`config.mk`:
```
export PLATFORM = sky130hd
export DESIGN_NAME = ata_host_port
export DESIGN_NICKNAME = d
export VERILOG_FILES = /design/src/rtl/ata_port_pkg.sv /design/src/rtl/ata_reg_seq.sv /design/src/rtl/ata_rx_fifo.sv /design/src/rtl/ata_udma_eng.sv /design/src/rtl/ata_host_port.sv
export SDC_FILE = /design/constraint.sdc
export NUM_CORES = 1
export LEC_CHECK = 0
export BUFFER_PORTS_ARGS = -buffer_cell sky130_fd_sc_hd__buf_2
export CAP_MARGIN = 5
export CORE_MARGIN = 2
export CORE_UTILIZATION = 50
export CTS_BUF_LIST = sky130_fd_sc_hd__clkbuf_4 sky130_fd_sc_hd__clkbuf_8
export DETAILED_ROUTE_END_ITERATION = 12
export GPL_ROUTABILITY_DRIVEN = 0
export MAX_ROUTING_LAYER = met4
export PLACE_DENSITY = 0.74
export SYNTH_ARGS = -nofsm -noshare
export SYNTH_HDL_FRONTEND = slang
export SYNTH_SLANG_ARGS = --single-unit
```
`constraint.sdc`:
```
create_clock -name clk -period 3.5 [get_ports clk]
set_input_delay 0.175 -clock clk [delete_from_list [all_inputs] [get_ports clk]]
set_output_delay 0.175 -clock clk [all_outputs]
set_load 0.03 [all_outputs]
```
`src/rtl/ata_port_pkg.sv`:
```
package ata_port_pkg;

  typedef enum logic [1:0] {RC_IDLE, RC_SETUP, RC_ACTIVE, RC_RECOV} rc_state_t;

  typedef enum logic [2:0] {DM_IDLE, DM_WAITREQ, DM_ACK, DM_XFER, DM_STOP, DM_REL} dm_state_t;

  // A programmed phase count of zero still lasts one clock.
  function automatic int phase_len(input int count);
    return (count == 0) ? 1 : count;
  endfunction

  // Receive buffer has reached its pause threshold.
  function automatic logic over_mark(input int level, input int mark);
    return level >= mark;
  endfunction

endpackage

```
`src/rtl/ata_reg_seq.sv`:
```
module ata_reg_seq
  import ata_port_pkg::*;
#(
  parameter int DW = 16,
  parameter int TW = 4
) (
  input  logic          clk,
  input  logic          rst_n,
  input  logic          start,
  input  logic          wr,
  input  logic          sel,
  input  logic [2:0]    addr,
  input  logic [DW-1:0] wdata,
  input  logic [TW-1:0] ts,
  input  logic [TW-1:0] ta,
  input  logic [TW-1:0] tr,
  input  logic [DW-1:0] bus_in,
  output logic          busy,
  output logic          done,
  output logic [DW-1:0] rdata,
  output logic [1:0]    cs_n,
  output logic [2:0]    addr_o,
  output logic          rd_n,
  output logic          wr_n,
  output logic [DW-1:0] d_o,
  output logic          d_oe
);

  rc_state_t     st;
  logic [TW-1:0] cnt;
  logic          wr_q, sel_q;
  logic [2:0]    addr_q;
  logic [DW-1:0] wdata_q;
  logic [TW-1:0] ts_q, ta_q, tr_q;

  // named phase-end events
  logic last_s, last_a, last_r, strobe_rise;
  assign last_s      = (int'(cnt) + 1) >= phase_len(int'(ts_q));
  assign last_a      = (int'(cnt) + 1) >= phase_len(int'(ta_q));
  assign last_r      = (int'(cnt) + 1) >= phase_len(int'(tr_q));
  assign strobe_rise = (st == RC_ACTIVE) && last_a;

  always_ff @(posedge clk or negedge rst_n) begin
    if (!rst_n) begin
      st      <= RC_IDLE;
      cnt     <= '0;
      done    <= 1'b0;
      rdata   <= '0;
      wr_q    <= 1'b0;
      sel_q   <= 1'b0;
      addr_q  <= '0;
      wdata_q <= '0;
      ts_q    <= '0;
      ta_q    <= '0;
      tr_q    <= '0;
    end else begin
      done <= 1'b0;
      unique case (st)
        RC_IDLE: if (start) begin
          wr_q    <= wr;
          sel_q   <= sel;
          addr_q  <= addr;
          wdata_q <= wdata;
          ts_q    <= ts;
          ta_q    <= ta;
          tr_q    <= tr;
          cnt     <= '0;
          st      <= RC_SETUP;
        end
        RC_SETUP: if (last_s) begin
          cnt <= '0;
          st  <= RC_ACTIVE;
        end else cnt <= cnt + 1'b1;
        RC_ACTIVE: if (strobe_rise) begin
          cnt <= '0;
          st  <= RC_RECOV;
          if (!wr_q) rdata <= bus_in;
        end else cnt <= cnt + 1'b1;
        RC_RECOV: if (last_r) begin
          st   <= RC_IDLE;
          done <= 1'b1;
        end else cnt <= cnt + 1'b1;
        default: st <= RC_IDLE;
      endcase
    end
  end

  always_comb begin
    busy   = (st != RC_IDLE);
    cs_n   = busy ? (sel_q ? 2'b01 : 2'b10) : 2'b11;
    addr_o = busy ? addr_q : 3'd0;
    rd_n   = !((st == RC_ACTIVE) && !wr_q);
    wr_n   = !((st == RC_ACTIVE) && wr_q);
    d_o    = wdata_q;
    d_oe   = busy && wr_q;
  end

  // target pins may not move inside a cycle
  assert_hold_target_R3: assert property (@(posedge clk) disable iff (!rst_n)
    (busy && $past(busy)) |-> ($stable(cs_n) && $stable(addr_o)));

endmodule

```
`src/rtl/ata_rx_fifo.sv`:
```
module ata_rx_fifo #(
  parameter  int DW    = 16,
  parameter  int DEPTH = 8,
  localparam int AW    = $clog2(DEPTH),
  localparam int LW    = AW + 1
) (
  input  logic          clk,
  input  logic          rst_n,
  input  logic          push,
  input  logic [DW-1:0] din,
  input  logic          pop,
  output logic [DW-1:0] dout,
  output logic [LW-1:0] level,
  output logic          empty
);

  logic [DW-1:0] mem [DEPTH];
  logic [AW-1:0] wp, rp;

  function automatic logic [AW-1:0] nxt(input logic [AW-1:0] p);
    return (p == AW'(DEPTH - 1)) ? '0 : p + 1'b1;
  endfunction

  always_ff @(posedge clk or negedge rst_n) begin
    if (!rst_n) begin
      wp    <= '0;
      rp    <= '0;
      level <= '0;
    end else begin
      if (push) wp <= nxt(wp);
      if (pop)  rp <= nxt(rp);
      level <= level + LW'(push) - LW'(pop);
    end
  end

  always_ff @(posedge clk) begin
    if (push) mem[wp] <= din;
  end

  assign dout  = mem[rp];
  assign empty = (level == '0);

  assert_no_overflow_R10: assert property (@(posedge clk) disable iff (!rst_n)
    (push && !pop) |-> (level < LW'(DEPTH)));

endmodule

```
`src/rtl/ata_udma_eng.sv`:
```
module ata_udma_eng
  import ata_port_pkg::*;
#(
  parameter int DW  = 16,
  parameter int LW  = 4,
  parameter int HWM = 4
) (
  input  logic          clk,
  input  logic          rst_n,
  input  logic          start,
  input  logic          to_dev,
  input  logic          stop_req,
  input  logic          dev_req,
  input  logic          dev_strobe,
  input  logic [DW-1:0] bus_in,
  input  logic [DW-1:0] tx_data,
  input  logic          tx_valid,
  input  logic [LW-1:0] rx_level,
  output logic          tx_ready,
  output logic          ack_n,
  output logic          host_pin,
  output logic          stop_pin,
  output logic [DW-1:0] d_o,
  output logic          d_oe,
  output logic          active,
  output logic          rx_push,
  output logic [DW-1:0] rx_din
);

  dm_state_t     st;
  logic          dir_q;
  logic          strobe;
  logic          rdy_q;
  logic          in_burst, strobe_edge, pause, tx_take;

  always_comb begin
    in_burst    = (st == DM_ACK) || (st == DM_XFER) || (st == DM_STOP);
    strobe_edge = dev_strobe ^ rdy_q;
    pause       = over_mark(int'(rx_level), HWM);
    tx_ready    = dir_q && (st == DM_XFER) && !stop_req && dev_req;
    tx_take     = tx_ready && tx_valid;
    ack_n       = !in_burst;
    stop_pin    = (st != DM_XFER);
    if (dir_q) host_pin = in_burst ? strobe : 1'b1;
    else       host_pin = (st == DM_XFER) ? pause : 1'b1;
    d_oe        = dir_q && in_burst;
    active      = (st != DM_IDLE);
    rx_push     = !dir_q && ((st == DM_XFER) || (st == DM_STOP)) && strobe_edge;
    rx_din      = bus_in;
  end

  always_ff @(posedge clk or negedge rst_n) begin
    if (!rst_n) begin
      st     <= DM_IDLE;
      dir_q  <= 1'b0;
      strobe <= 1'b1;
      rdy_q  <= 1'b0;
      d_o    <= '0;
    end else begin
      rdy_q <= dev_strobe;
      unique case (st)
        DM_IDLE: if (start) begin
          dir_q <= to_dev;
          st    <= DM_WAITREQ;
        end
        DM_WAITREQ: if (dev_req) st <= DM_ACK;
        DM_ACK: begin
          strobe <= 1'b1;
          st     <= DM_XFER;
        end
        DM_XFER: begin
          if (stop_req || !dev_req) st <= DM_STOP;
          else if (tx_take) begin
            d_o    <= tx_data;
            strobe <= ~strobe;
          end
        end
        DM_STOP: if (!dev_req) st <= DM_REL;
        DM_REL: begin
          strobe <= 1'b1;
          st     <= DM_IDLE;
        end
        default: st <= DM_IDLE;
      endcase
    end
  end

  assert_ack_after_req_R6: assert property (@(posedge clk) disable iff (!rst_n)
    $fell(ack_n) |-> ($past(dev_req) && stop_pin && host_pin));

  assert_toggle_has_data_R7: assert property (@(posedge clk) disable iff (!rst_n)
    ($past(st == DM_XFER) && dir_q && (strobe != $past(strobe))) |-> $past(tx_valid));

  assert_release_after_req_R11: assert property (@(posedge clk) disable iff (!rst_n)
    $rose(ack_n) |-> (!$past(dev_req) && $past(stop_pin)));

endmodule

```
`src/rtl/ata_host_port.sv`:
```
module ata_host_port #(
  parameter int DW       = 16,
  parameter int TW       = 4,
  parameter int RX_DEPTH = 8,
  parameter int RX_HWM   = 4
) (
  input  logic          clk,
  input  logic          rst_n,
  input  logic          reg_req,
  input  logic          reg_write,
  input  logic          reg_sel,
  input  logic [2:0]    reg_addr,
  input  logic [DW-1:0] reg_wdata,
  output logic          reg_ack,
  output logic [DW-1:0] reg_rdata,
  input  logic [TW-1:0] t_setup,
  input  logic [TW-1:0] t_active,
  input  logic [TW-1:0] t_recov,
  input  logic          dma_start,
  input  logic          dma_to_dev,
  input  logic          dma_stop,
  output logic          dma_active,
  input  logic [DW-1:0] tx_data,
  input  logic          tx_valid,
  output logic          tx_ready,
  output logic [DW-1:0] rx_data,
  output logic          rx_valid,
  input  logic          rx_ready,
  input  logic [DW-1:0] ata_d_i,
  output logic [DW-1:0] ata_d_o,
  output logic          ata_d_oe,
  output logic [1:0]    ata_cs_n,
  output logic [2:0]    ata_addr,
  output logic          ata_rd_n,
  output logic          ata_wr_n,
  output logic          ata_ack_n,
  input  logic          ata_req,
  input  logic          ata_rdy
);

  localparam int LW = $clog2(RX_DEPTH) + 1;

  logic          reg_busy, reg_start, dma_go;
  logic          r_rd_n, r_wr_n, r_oe;
  logic [DW-1:0] r_d;
  logic          u_host, u_stop, u_oe, rx_push, rx_empty, rx_pop;
  logic [DW-1:0] u_d, rx_din;
  logic [LW-1:0] rx_level;

  // register cycles take priority; neither starts while the other runs
  assign reg_start = reg_req && !reg_busy && !reg_ack && !dma_active;
  assign dma_go    = dma_start && !dma_active && !reg_busy && !reg_start;
  assign rx_valid  = !rx_empty;
  assign rx_pop    = rx_valid && rx_ready;

  ata_reg_seq #(.DW(DW), .TW(TW)) u_reg (
    .clk(clk), .rst_n(rst_n), .start(reg_start), .wr(reg_write), .sel(reg_sel),
    .addr(reg_addr), .wdata(reg_wdata), .ts(t_setup), .ta(t_active), .tr(t_recov),
    .bus_in(ata_d_i), .busy(reg_busy), .done(reg_ack), .rdata(reg_rdata),
    .cs_n(ata_cs_n), .addr_o(ata_addr), .rd_n(r_rd_n), .wr_n(r_wr_n),
    .d_o(r_d), .d_oe(r_oe));

  ata_udma_eng #(.DW(DW), .LW(LW), .HWM(RX_HWM)) u_dma (
    .clk(clk), .rst_n(rst_n), .start(dma_go), .to_dev(dma_to_dev), .stop_req(dma_stop),
    .dev_req(ata_req), .dev_strobe(ata_rdy), .bus_in(ata_d_i), .tx_data(tx_data),
    .tx_valid(tx_valid), .rx_level(rx_level), .tx_ready(tx_ready), .ack_n(ata_ack_n),
    .host_pin(u_host), .stop_pin(u_stop), .d_o(u_d), .d_oe(u_oe), .active(dma_active),
    .rx_push(rx_push), .rx_din(rx_din));

  ata_rx_fifo #(.DW(DW), .DEPTH(RX_DEPTH)) u_fifo (
    .clk(clk), .rst_n(rst_n), .push(rx_push), .din(rx_din), .pop(rx_pop),
    .dout(rx_data), .level(rx_level), .empty(rx_empty));

  // pin role switch
  always_comb begin
    ata_rd_n = dma_active ? u_host : r_rd_n;
    ata_wr_n = dma_active ? u_stop : r_wr_n;
    ata_d_o  = dma_active ? u_d    : r_d;
    ata_d_oe = dma_active ? u_oe   : r_oe;
  end

  assert_idle_pins_R1: assert property (@(posedge clk) disable iff (!rst_n)
    (!dma_active && !reg_busy) |->
      (ata_cs_n == 2'b11 && ata_rd_n && ata_wr_n && ata_ack_n && !ata_d_oe));

  assert_one_select_R3: assert property (@(posedge clk) disable iff (!rst_n)
    $countones(~ata_cs_n) <= 1);

  assert_no_contention_R5: assert property (@(posedge clk) disable iff (!rst_n)
    (!ata_rd_n && !dma_active) |-> !ata_d_oe);

endmodule

```
==> reports/results.tsv, run 1 <==
metric	value	unit
outcome	finished clean	
tns	0	ps
cp.required	3900	ps
r2r-end	u_reg.st[1]$_DFFE_PN0P_	
clk_path_buf_depth	3	
max_stage_delay	460	ps
cts_buffers	37	
overflow	0	
cts_tree	done	
drt-pass1-iter-count	5	
min_to	u_dma.st[0]$_DFFE_PN0P_	
syn-num-nets	736	
synth_top_area_cell	edfxtp_1	
antenna_found_initial	0	
finalHoldViolCount	0	
hp-start	dma_start	
path_cells	ha_1 > nor2b_1 > or2_2 > ha_1 > nand2_1 > o21ai_0 > a211oi_1 > a221o_1 > mux2_1	
clk_latency	520	ps
synth_cell_types	48	
grt_usage	22.0	%
clk_pin_slew	50	ps
cpMaxStageDelayCell	dfrtp_1	
place_hpwl	12600	um
wire_per_inst	18.2	um
synth_seq_cells	216	
post_cts_resized	0	
slew_viol_final	0	
power_density	782	nW/um2
drc	0	
start_util	51.1	%
ys_top_cells_by_area	edfxtp_1 42%, dfrtp_1 24%, mux4_2 7.9%	
critPathMaxFanout	7	
r2r-start	u_reg.cnt[0]$_DFFE_PN0P_	
diodes	0	
synth.top_cell.area_share	41.9	%
p_leak	4.99	nW
worst-path-buf-inv	0	
die_h	139	um
start_kind	flop	
synthToLayoutAreaGrowth	27.2	%
hold_path.class	in -> reg	
period_minus_slack	3010	ps
syn_area_per_cell	14.5	um2
synth_warnings	0	
end_kind	flop	
nNetsFinal	970	
cts_max_level	2	
synth_area	9180	um2
finalClockSkew	22.0	ps
cts_root_buf	clkbuf_8	
grt_pass1_vias	6595	
drive_above_1_share	35.6	%
die_area	19400	um2
worst_pin_slew	885	ps
numClockSinks	216	
grt_setup_unrepaired	no	
max-vdd-ir-drop	682	uV
core_area	18000	um2
max_clock_freq	332	MHz
criticalPathCategory	reg -> reg	
vias	6048	
grt_start_max_net_pins	43	
period_share	86.0	%
vias_per_cell	5.39	
portBuffers	135	
slew_headroom	41.0	%
cp.arrival	3410	ps
io_pins	136	
rows	49	
ff2ff_path_depth	9	
timing.final.ws_setup	490	ps
setup_viol	0	
hold_depth	3	
crit_family	compound AO/OA/AOI/OAI gates	
totalWireLength	20400	um
reg2reg_slack	490	ps
drt_iter0_markers	270	
die_w	139	um
cp.depth	9	
grt_pass1_wl	33000	um
synth_seq_area_share	65.9	%
max_cap_violations	0	
preCtsSetupSlack	534	ps
netlist_instances	633	
ant_nets	0	
crit_top_cell	ha_1	
-- synthesized netlist by cell type, drive strengths merged --
cell,instances
nand2b,4
a221o,2
a32o,1
a41oi,1
a31o,3
or3,2
and2,1
a2111oi,1
or2,2
nor2,5
o31ai,1
inv,27
fa,1
and3,1
mux2,53
a21oi,7
dfrtp,87
a221oi,1
xor2,2
clkbuf,17
xnor2,3
nand3b,5
nor3b,4
nor2b,9
o32ai,1
buf,9
a21o,3
edfxtp,128
o2111ai,1
o21a,1
o211ai,3
nand3,5
nand4,1
nor3,7
dfstp,1
o21ai,24
mux4,32
nand2,147
a211oi,3
ha,27
-- state kept, by name (all words and copies together) (netlist names), 4 cells and up --
register,cells
u_dma.d_o,16
u_fifo.level,4
u_fifo.mem,128
u_reg.cnt,4
u_reg.d_o,16
u_reg.rdata,16
u_reg.ta_q,4
u_reg.tr_q,4
u_reg.ts_q,4
-- final cells by class --
type	count	area, um2
inverters	27	101
well taps	229	287
clock buffers	60	719
clock inverters	6	37.5
repair buffers	221	1530
multi-input cells	364	2950
fillers	1239	6300
flip-flops and latches	216	6050
-- metrics by stage --
step / utilization [%] / cell area [um2] / std cells / total power [W] / hold slack [ps]
global placement: 56.8 / 10200 / 986 / 0.00670 / 116
detailed placement: 56.8 / 10200 / 986 / 0.00684 / 124
finish: 64.9 / 11700 / 1123 / 0.00913 / 50.8
floorplan: - / 9180 / 633 / 0.00591 / -121
CTS: 64.9 / 11700 / 1123 / 0.00920 / 32.1
global route: 64.9 / 11700 / 1123 / 0.00965 / 41.4
-- logic make-up (layout without fill, tap and decap cells) --
family | after synthesis | count (layout) | share of synthesized area, %
adder cells (fa/ha/maj) | 28 | 28 | 3.90
AND/OR/NAND/NOR | 193 | 193 | 9.15
XOR/XNOR | 5 | 5 | 0.477
AO/OA/AOI/OAI | 53 | 53 | 3.80
flip-flops | 216 | 216 | 65.9
buffers and inverters | 53 | 314 | 2.40
multiplexers | 85 | 85 | 14.4
-- tightest hold or removal path, cell delays in order --
cell and delay [ps]:
buf_2 90, a41oi_1 110, o21ai_0 150
-- cells in the final DEF, fill, tap and decap left out, types with 3 or more instances in the layout --
cell / n
mux4_2: 32
o21ai_0: 19
a21oi_1: 7
dlygate4sd3_1: 71
edfxtp_1: 128
nand3_1: 5
nand3b_1: 5
a21o_1: 3
ha_1: 27
a31o_2: 3
buf_2: 134
clkbuf_4: 17
nor2_1: 5
nand2b_1: 4
nor2b_1: 9
clkbuf_8: 43
dfrtp_1: 86
inv_1: 26
nand2_1: 147
o21ai_1: 4
xnor2_1: 3
buf_4: 14
nor3_2: 5
o211ai_1: 3
mux2_2: 52
-- how the worst max path moves through the flow --
stage / from / to / slack, ps
CTS: u_reg.cnt[0]$_DFFE_PN0P_ / u_reg.st[1]$_DFFE_PN0P_ / 530
detailed placement: u_reg.cnt[0]$_DFFE_PN0P_ / u_reg.st[1]$_DFFE_PN0P_ / 530
finish: u_reg.cnt[0]$_DFFE_PN0P_ / u_reg.st[1]$_DFFE_PN0P_ / 490
floorplan: u_dma.st[0]$_DFFE_PN0P_ / u_fifo.mem[4][0]$_DFFE_PP_ / 440
global route: u_reg.cnt[0]$_DFFE_PN0P_ / u_reg.st[1]$_DFFE_PN0P_ / 340
global placement: u_reg.cnt[0]$_DFFE_PN0P_ / u_reg.st[1]$_DFFE_PN0P_ / 690
-- report_power, final --
| group | total (W) | internal, W | switching, W |
|---|---|---|---|
| Clock | 0.00226 | 0.00130 | 0.000956 |
| Sequential | 0.00347 | 0.00312 | 0.000351 |
| Combinational | 0.00340 | 0.00138 | 0.00202 |
-- layer usage --
metal / vias to the layer above / routed length, um / global-route usage [%]
li1: 2759 / - / -
met1: 2989 / 7990 / 25.9
met2: 251 / 10600 / 37.3
met3: 49 / 1300 / 5.02
met4: 0 / 567 / 8.19
met5: - / 0 / -
-- timing repair --
item | 4_1_cts | 5_1_grt
hold buffers | 71 | 0
buffers inserted | 0 | 0
hold endpoints to repair | 216 | 0
Note: power is estimated with default switching activity, not from simulation.
==> inputs of run 2 (changes only) <==
--- a/config.mk
+++ b/config.mk
@@ -9,7 +9,6 @@
 export CAP_MARGIN = 5
 export CORE_MARGIN = 2
 export CORE_UTILIZATION = 50
-export CTS_BUF_LIST = sky130_fd_sc_hd__clkbuf_4 sky130_fd_sc_hd__clkbuf_8
 export DETAILED_ROUTE_END_ITERATION = 12
 export GPL_ROUTABILITY_DRIVEN = 0
 export MAX_ROUTING_LAYER = met4
==> run 2 against run 1 <==
Net effect: hold slack gained 11 ps; largest power group unchanged; combinational power is essentially flat; cell area grew 0.14%; critical path depth is the same; clock power grew 9.3%; register-to-register slack is essentially flat; routed wire length grew 1.8%; sequential share of layout area shrank 0.072 points; clock skew shrank 13 ps; count of clock-buffer cells in the layout shrank 28; sequential cell count is the same; die area is the same.
==> reports/results.tsv, run 2 (synthesis gave the netlist of run 1 again) <==
metric	value	unit
vias_per_cell	5.51	
start_kind	flop	
finalClockSkew	9.39	ps
cp.required	3880	ps
wire_per_inst	18.9	um
grt_pass1_wl	33500	um
antenna_found_initial	0	
ff2ff_path_depth	9	
setup_viol	0	
numClockSinks	216	
cts_root_buf	clkbuf_16	
hold_path.class	in -> reg	
worst_pin_slew	921	ps
max_clock_freq	331	MHz
largest_reg_flops	128	
hold_depth	3	
cts_buffers	23	
end_kind	flop	
die_area	19400	um2
ff_latch_area	6050	um2
clk_latency	490	ps
period_share	86.4	%
criticalPathCategory	reg -> reg	
grt_start_max_net_pins	43	
multi_input_area	2950	um2
synthToLayoutAreaGrowth	27.3	%
ant_nets	0	
clkPwrFrac	26.4	%
tns	0	ps
grt_setup_unrepaired	no	
drive_above_1_share	33.0	%
cts_max_level	1	
outcome	finished clean	
cp.arrival	3400	ps
die_w	139	um
r2r-end	u_reg.st[1]$_DFFE_PN0P_	
drt-pass1-iter-count	5	
cts_tree	done	
instances_no_fill	1098	
max-vdd-ir-drop	571	uV
comb_power_share	36.5	%
die_h	139	um
io_pins	136	
max_cap_violations	0	
vias	6047	
p_leak	4.95	nW
reg2reg_slack	470	ps
core_area	18000	um2
period_minus_slack	3030	ps
top_register	u_fifo.mem	
critPathMaxFanout	7	
slew_viol_final	0	
min_to	u_dma.dir_q$_DFFE_PN0P_	
hp-start	dma_start	
power_density	800	nW/um2
grt_pass1_vias	6569	
portBuffers	135	
switching_share	35.6	%
nNetsFinal	956	
start_util	51.1	%
slew_headroom	38.6	%
totalWireLength	20800	um
sequentialPowerShare	37.1	%
r2r-start	u_reg.cnt[0]$_DFFE_PN0P_	
finalHoldViolCount	0	
drc	0	
placed_cells	986	
diodes	0	
p_switching	0.00333	W
most-common-layout-cells	147 x nand2_1, 134 x buf_2, 128 x edfxtp_1, 86 x dfrtp_1, 71 x dlygate4sd3_1	
fillCellCount	1235	
clk_pin_slew	60	ps
place_hpwl	12600	um
rows	49	
layout_commonest_cell	nand2_1	
grt_usage	22.2	%
clk_path_buf_depth	3	
p_int	0.00602	W
drt_iter0_markers	273	
overflow	0	
run 2: cell types whose count changed in the layout (fill, tap and decap cells not counted):
cell,change
clkbuf_4,-17
inv_8,-1
clkinvlp_4,+1
clkbuf_8,-43
clkinv_2,+2
inv_6,-1
bufinv_16,+3
clkbuf_1,+7
clkbuf_16,+25
clkinv_1,-1
run 2: critical path: stages, from the launching register on:
cell      delay [ps]
dfrtp_1          470
ha_1             270
nor2b_1          150
or2_2            340
ha_1             320
a21oi_1          140
o21ai_0          190
a211oi_1         430
a221o_1          270
mux2_1           330
run 2: power by group through the flow:
stage / Combinational, W / Clock (W) / Sequential (W)
CTS: 0.00340 / 0.00251 / 0.00346
floorplan: 0.00246 / 0 / 0.00345
global route: 0.00370 / 0.00263 / 0.00352
detailed placement: 0.00333 / 0 / 0.00351
global placement: 0.00322 / 0 / 0.00348
finish: 0.00341 / 0.00247 / 0.00347
run 2: how the worst max path moves through the flow:
stage                             start                          to  slack, ps
4_1_cts        u_reg.cnt[0]$_DFFE_PN0P_     u_reg.st[1]$_DFFE_PN0P_        530
3_3_place_gp   u_reg.cnt[0]$_DFFE_PN0P_     u_reg.st[1]$_DFFE_PN0P_        690
2_1_floorplan   u_dma.st[0]$_DFFE_PN0P_  u_fifo.mem[4][0]$_DFFE_PP_        440
6_report       u_reg.cnt[0]$_DFFE_PN0P_     u_reg.st[1]$_DFFE_PN0P_        470
3_5_place_dp   u_reg.cnt[0]$_DFFE_PN0P_     u_reg.st[1]$_DFFE_PN0P_        530
5_1_grt        u_reg.cnt[0]$_DFFE_PN0P_     u_reg.st[1]$_DFFE_PN0P_        330
run 2: per-layer routing:
| metal | GRT usage [%] | vias to the layer above | share of wire (%) |
|---|---|---|---|
| li1 | - | 2726 | - |
| met1 | 26.1 | 3012 | 39 |
| met2 | 38.6 | 248 | 52 |
| met3 | 3.72 | 61 | 5.7 |
| met4 | 8.61 | 0 | 3.6 |
| met5 | - | - | 0 |
run 2: per-stage QoR:
step	worst slack (ps)	utilization, %	hold slack (ps)	cell area [um2]	power [W]
global placement	690	56.8	116	10200	0.00670
global route	333	65.0	69.4	11700	0.00985
CTS	533	65.0	55.1	11700	0.00938
detailed placement	534	56.8	124	10200	0.00684
finish	475	65.0	62.1	11700	0.00935
floorplan	442	-	-121	9180	0.00591
run 2: what timing repair did:
| item | 4_1_cts | 5_1_grt |
|---|---|---|
| hold buffers | 71 | 0 |
| setup endpoints to repair | 0 | 0 |
| setup buffers | 0 | 0 |
| resized for setup | 0 | 0 |
| endpoints found under the hold margin | 206 | 0 |
run 2: final cells by class:
class,instances,area share [%]
clock buffers,32,5.58
flip-flops and latches,216,51.8
well taps,229,2.45
repair buffers,221,13.1
inverters,27,0.868
multi-input cells,364,25.2
clock inverters,9,1.04
==> inputs of run 3 (changes only) <==
--- a/config.mk
+++ b/config.mk
@@ -13,6 +13,7 @@
 export GPL_ROUTABILITY_DRIVEN = 0
 export MAX_ROUTING_LAYER = met4
 export PLACE_DENSITY = 0.74
+export RECOVER_POWER = 25
 export SYNTH_ARGS = -nofsm -noshare
 export SYNTH_HDL_FRONTEND = slang
 export SYNTH_SLANG_ARGS = --single-unit
==> run 3 against run 2 <==
Net effect: the flow now finishes with violations (capacitance limit, slew limit); hold slack improved by 1.2 ps; non-clock buffer count did not move; via count barely moved.
==> reports/results.tsv, run 3 (synthesis gave the netlist of run 1 again) <==
metric	value	unit
cts_max_level	1	
rows	49	
max_clock_freq	331	MHz
clk_pin_slew	60	ps
final_cell_area	11700	um2
clkPwrFrac	26.5	%
drt_iter0_markers	283	
antenna_found_initial	0	
start_kind	flop	
post_cts_resized	0	
outcome	finished, violations left	
switching_share	35.7	%
largest_reg_flops	128	
numClockSinks	216	
preCtsSetupSlack	534	ps
most-common-layout-cells	147 x nand2_1, 128 x edfxtp_1, 118 x buf_2, 86 x dfrtp_1, 71 x dlygate4sd3_1	
layout_commonest_cell	nand2_1	
critPathMaxFanout	7	
period_minus_slack	3020	ps
comb_power_share	36.4	%
placed_cells	986	
placed_cell_area	10200	um2
ant_nets	0	
grt_usage	22.2	%
cp.required	3880	ps
timing.final.ws_setup	476	ps
cts_root_buf	clkbuf_16	
sequentialPowerShare	37.1	%
p_leak	4.91	nW
vias_per_cell	5.51	
die_area	19400	um2
drt-pass1-iter-count	4	
io_pins	136	
cp.arrival	3400	ps
die_h	139	um
max-vdd-ir-drop	571	uV
portBuffers	135	
totalWireLength	20800	um
nNetsFinal	956	
grt_setup_unrepaired	no	
tns	0	ps
post_cts_buffers	0	
core_area	18000	um2
p_switching	0.00334	W
clk_latency	500	ps
place_hpwl	12600	um
wire_per_inst	18.9	um
grt_pass1_vias	6569	
synthToLayoutAreaGrowth	27.1	%
cts_buffers	23	
start_util	51.1	%
drive_above_1_share	31.1	%
grt_start_max_net_pins	43	
slew_viol_final	28	
end_kind	flop	
setup_viol	0	
cts_tree	done	
max_cap_violations	1	
clk_path_buf_depth	3	
cts-hold-fix-buffers	71	
grt_pass1_wl	33500	um
hold_path.class	in -> reg	
power	0.00935	W
finalHoldViolCount	0	
worst_pin_slew	1650	ps
top_register	u_fifo.mem	
diodes	0	
violations	capacitance limit, slew limit	
criticalPathCategory	reg -> reg	
vias	6051	
drc	0	
finalClockSkew	9.33	ps
die_w	139	um
power_density	802	nW/um2
slew_headroom	-9.77	%
p_int	0.00602	W
overflow	0	
period_share	86.4	%
instances_no_fill	1098	
## run 3: per-stage QoR
| stage | hold slack, ps | util (%) |
|---|---|---|
| after floorplan | -121 | - |
| after global placement | 116 | 56.8 |
| after detailed placement | 124 | 56.8 |
| after CTS | 55.1 | 65.0 |
| after global routing | 69.4 | 64.9 |
| final | 63.3 | 64.9 |
## run 3: power groups by stage
stage	logic [W]	clock network (W)	registers (W)
2_1_floorplan	0.00246	0	0.00345
3_3_place_gp	0.00322	0	0.00348
3_5_place_dp	0.00333	0	0.00351
4_1_cts	0.00340	0.00251	0.00346
5_1_grt	0.00370	0.00263	0.00352
6_report	0.00341	0.00248	0.00347
## run 3: area by class of cell
type,count,area (um2)
clock buffers,32,652
clock inverters,9,121
fillers,1246,6300
inverters,27,101
multi-input cells,364,2950
flip-flops and latches,216,6050
well taps,229,287
repair buffers,221,1500
## run 3: worst paths after layout
kind / start / end / slack, ps / cells past startpoint
max: u_reg.cnt[0]$_DFFE_PN0P_ / u_reg.st[1]$_DFFE_PN0P_ / 480 / 9
max in group asynchronous: rst_n / u_reg.d_o[8]$_DFFE_PN0P_ / 1600 / 3
min: dma_start / u_dma.dir_q$_DFFE_PN0P_ / 60 / 3
max reg2reg: u_reg.cnt[0]$_DFFE_PN0P_ / u_reg.st[1]$_DFFE_PN0P_ / 480 / 9
min reg2reg: u_reg.d_o[3]$_DFFE_PN0P_ / u_reg.d_o[3]$_DFFE_PN0P_ / 480 / 2
min in group asynchronous: rst_n / u_reg.addr_q[2]$_DFFE_PN0P_ / 640 / 2
## run 3: per-layer routing
layer	vias up	share of wire, %	global-route usage, %
met5	-	0	-
met4	0	3.6	8.61
met3	61	5.7	3.72
met1	3018	39	26.1
met2	247	52	38.6
li1	2725	-	-
## run 3: critical path, stage by stage (launching register included)
cell      delay, ps
dfrtp_1         470
ha_1            270
nor2b_1         150
or2_2           340
ha_1            320
a21oi_1         140
o21ai_0         190
a211oi_1        430
a221o_1         270
mux2_1          330
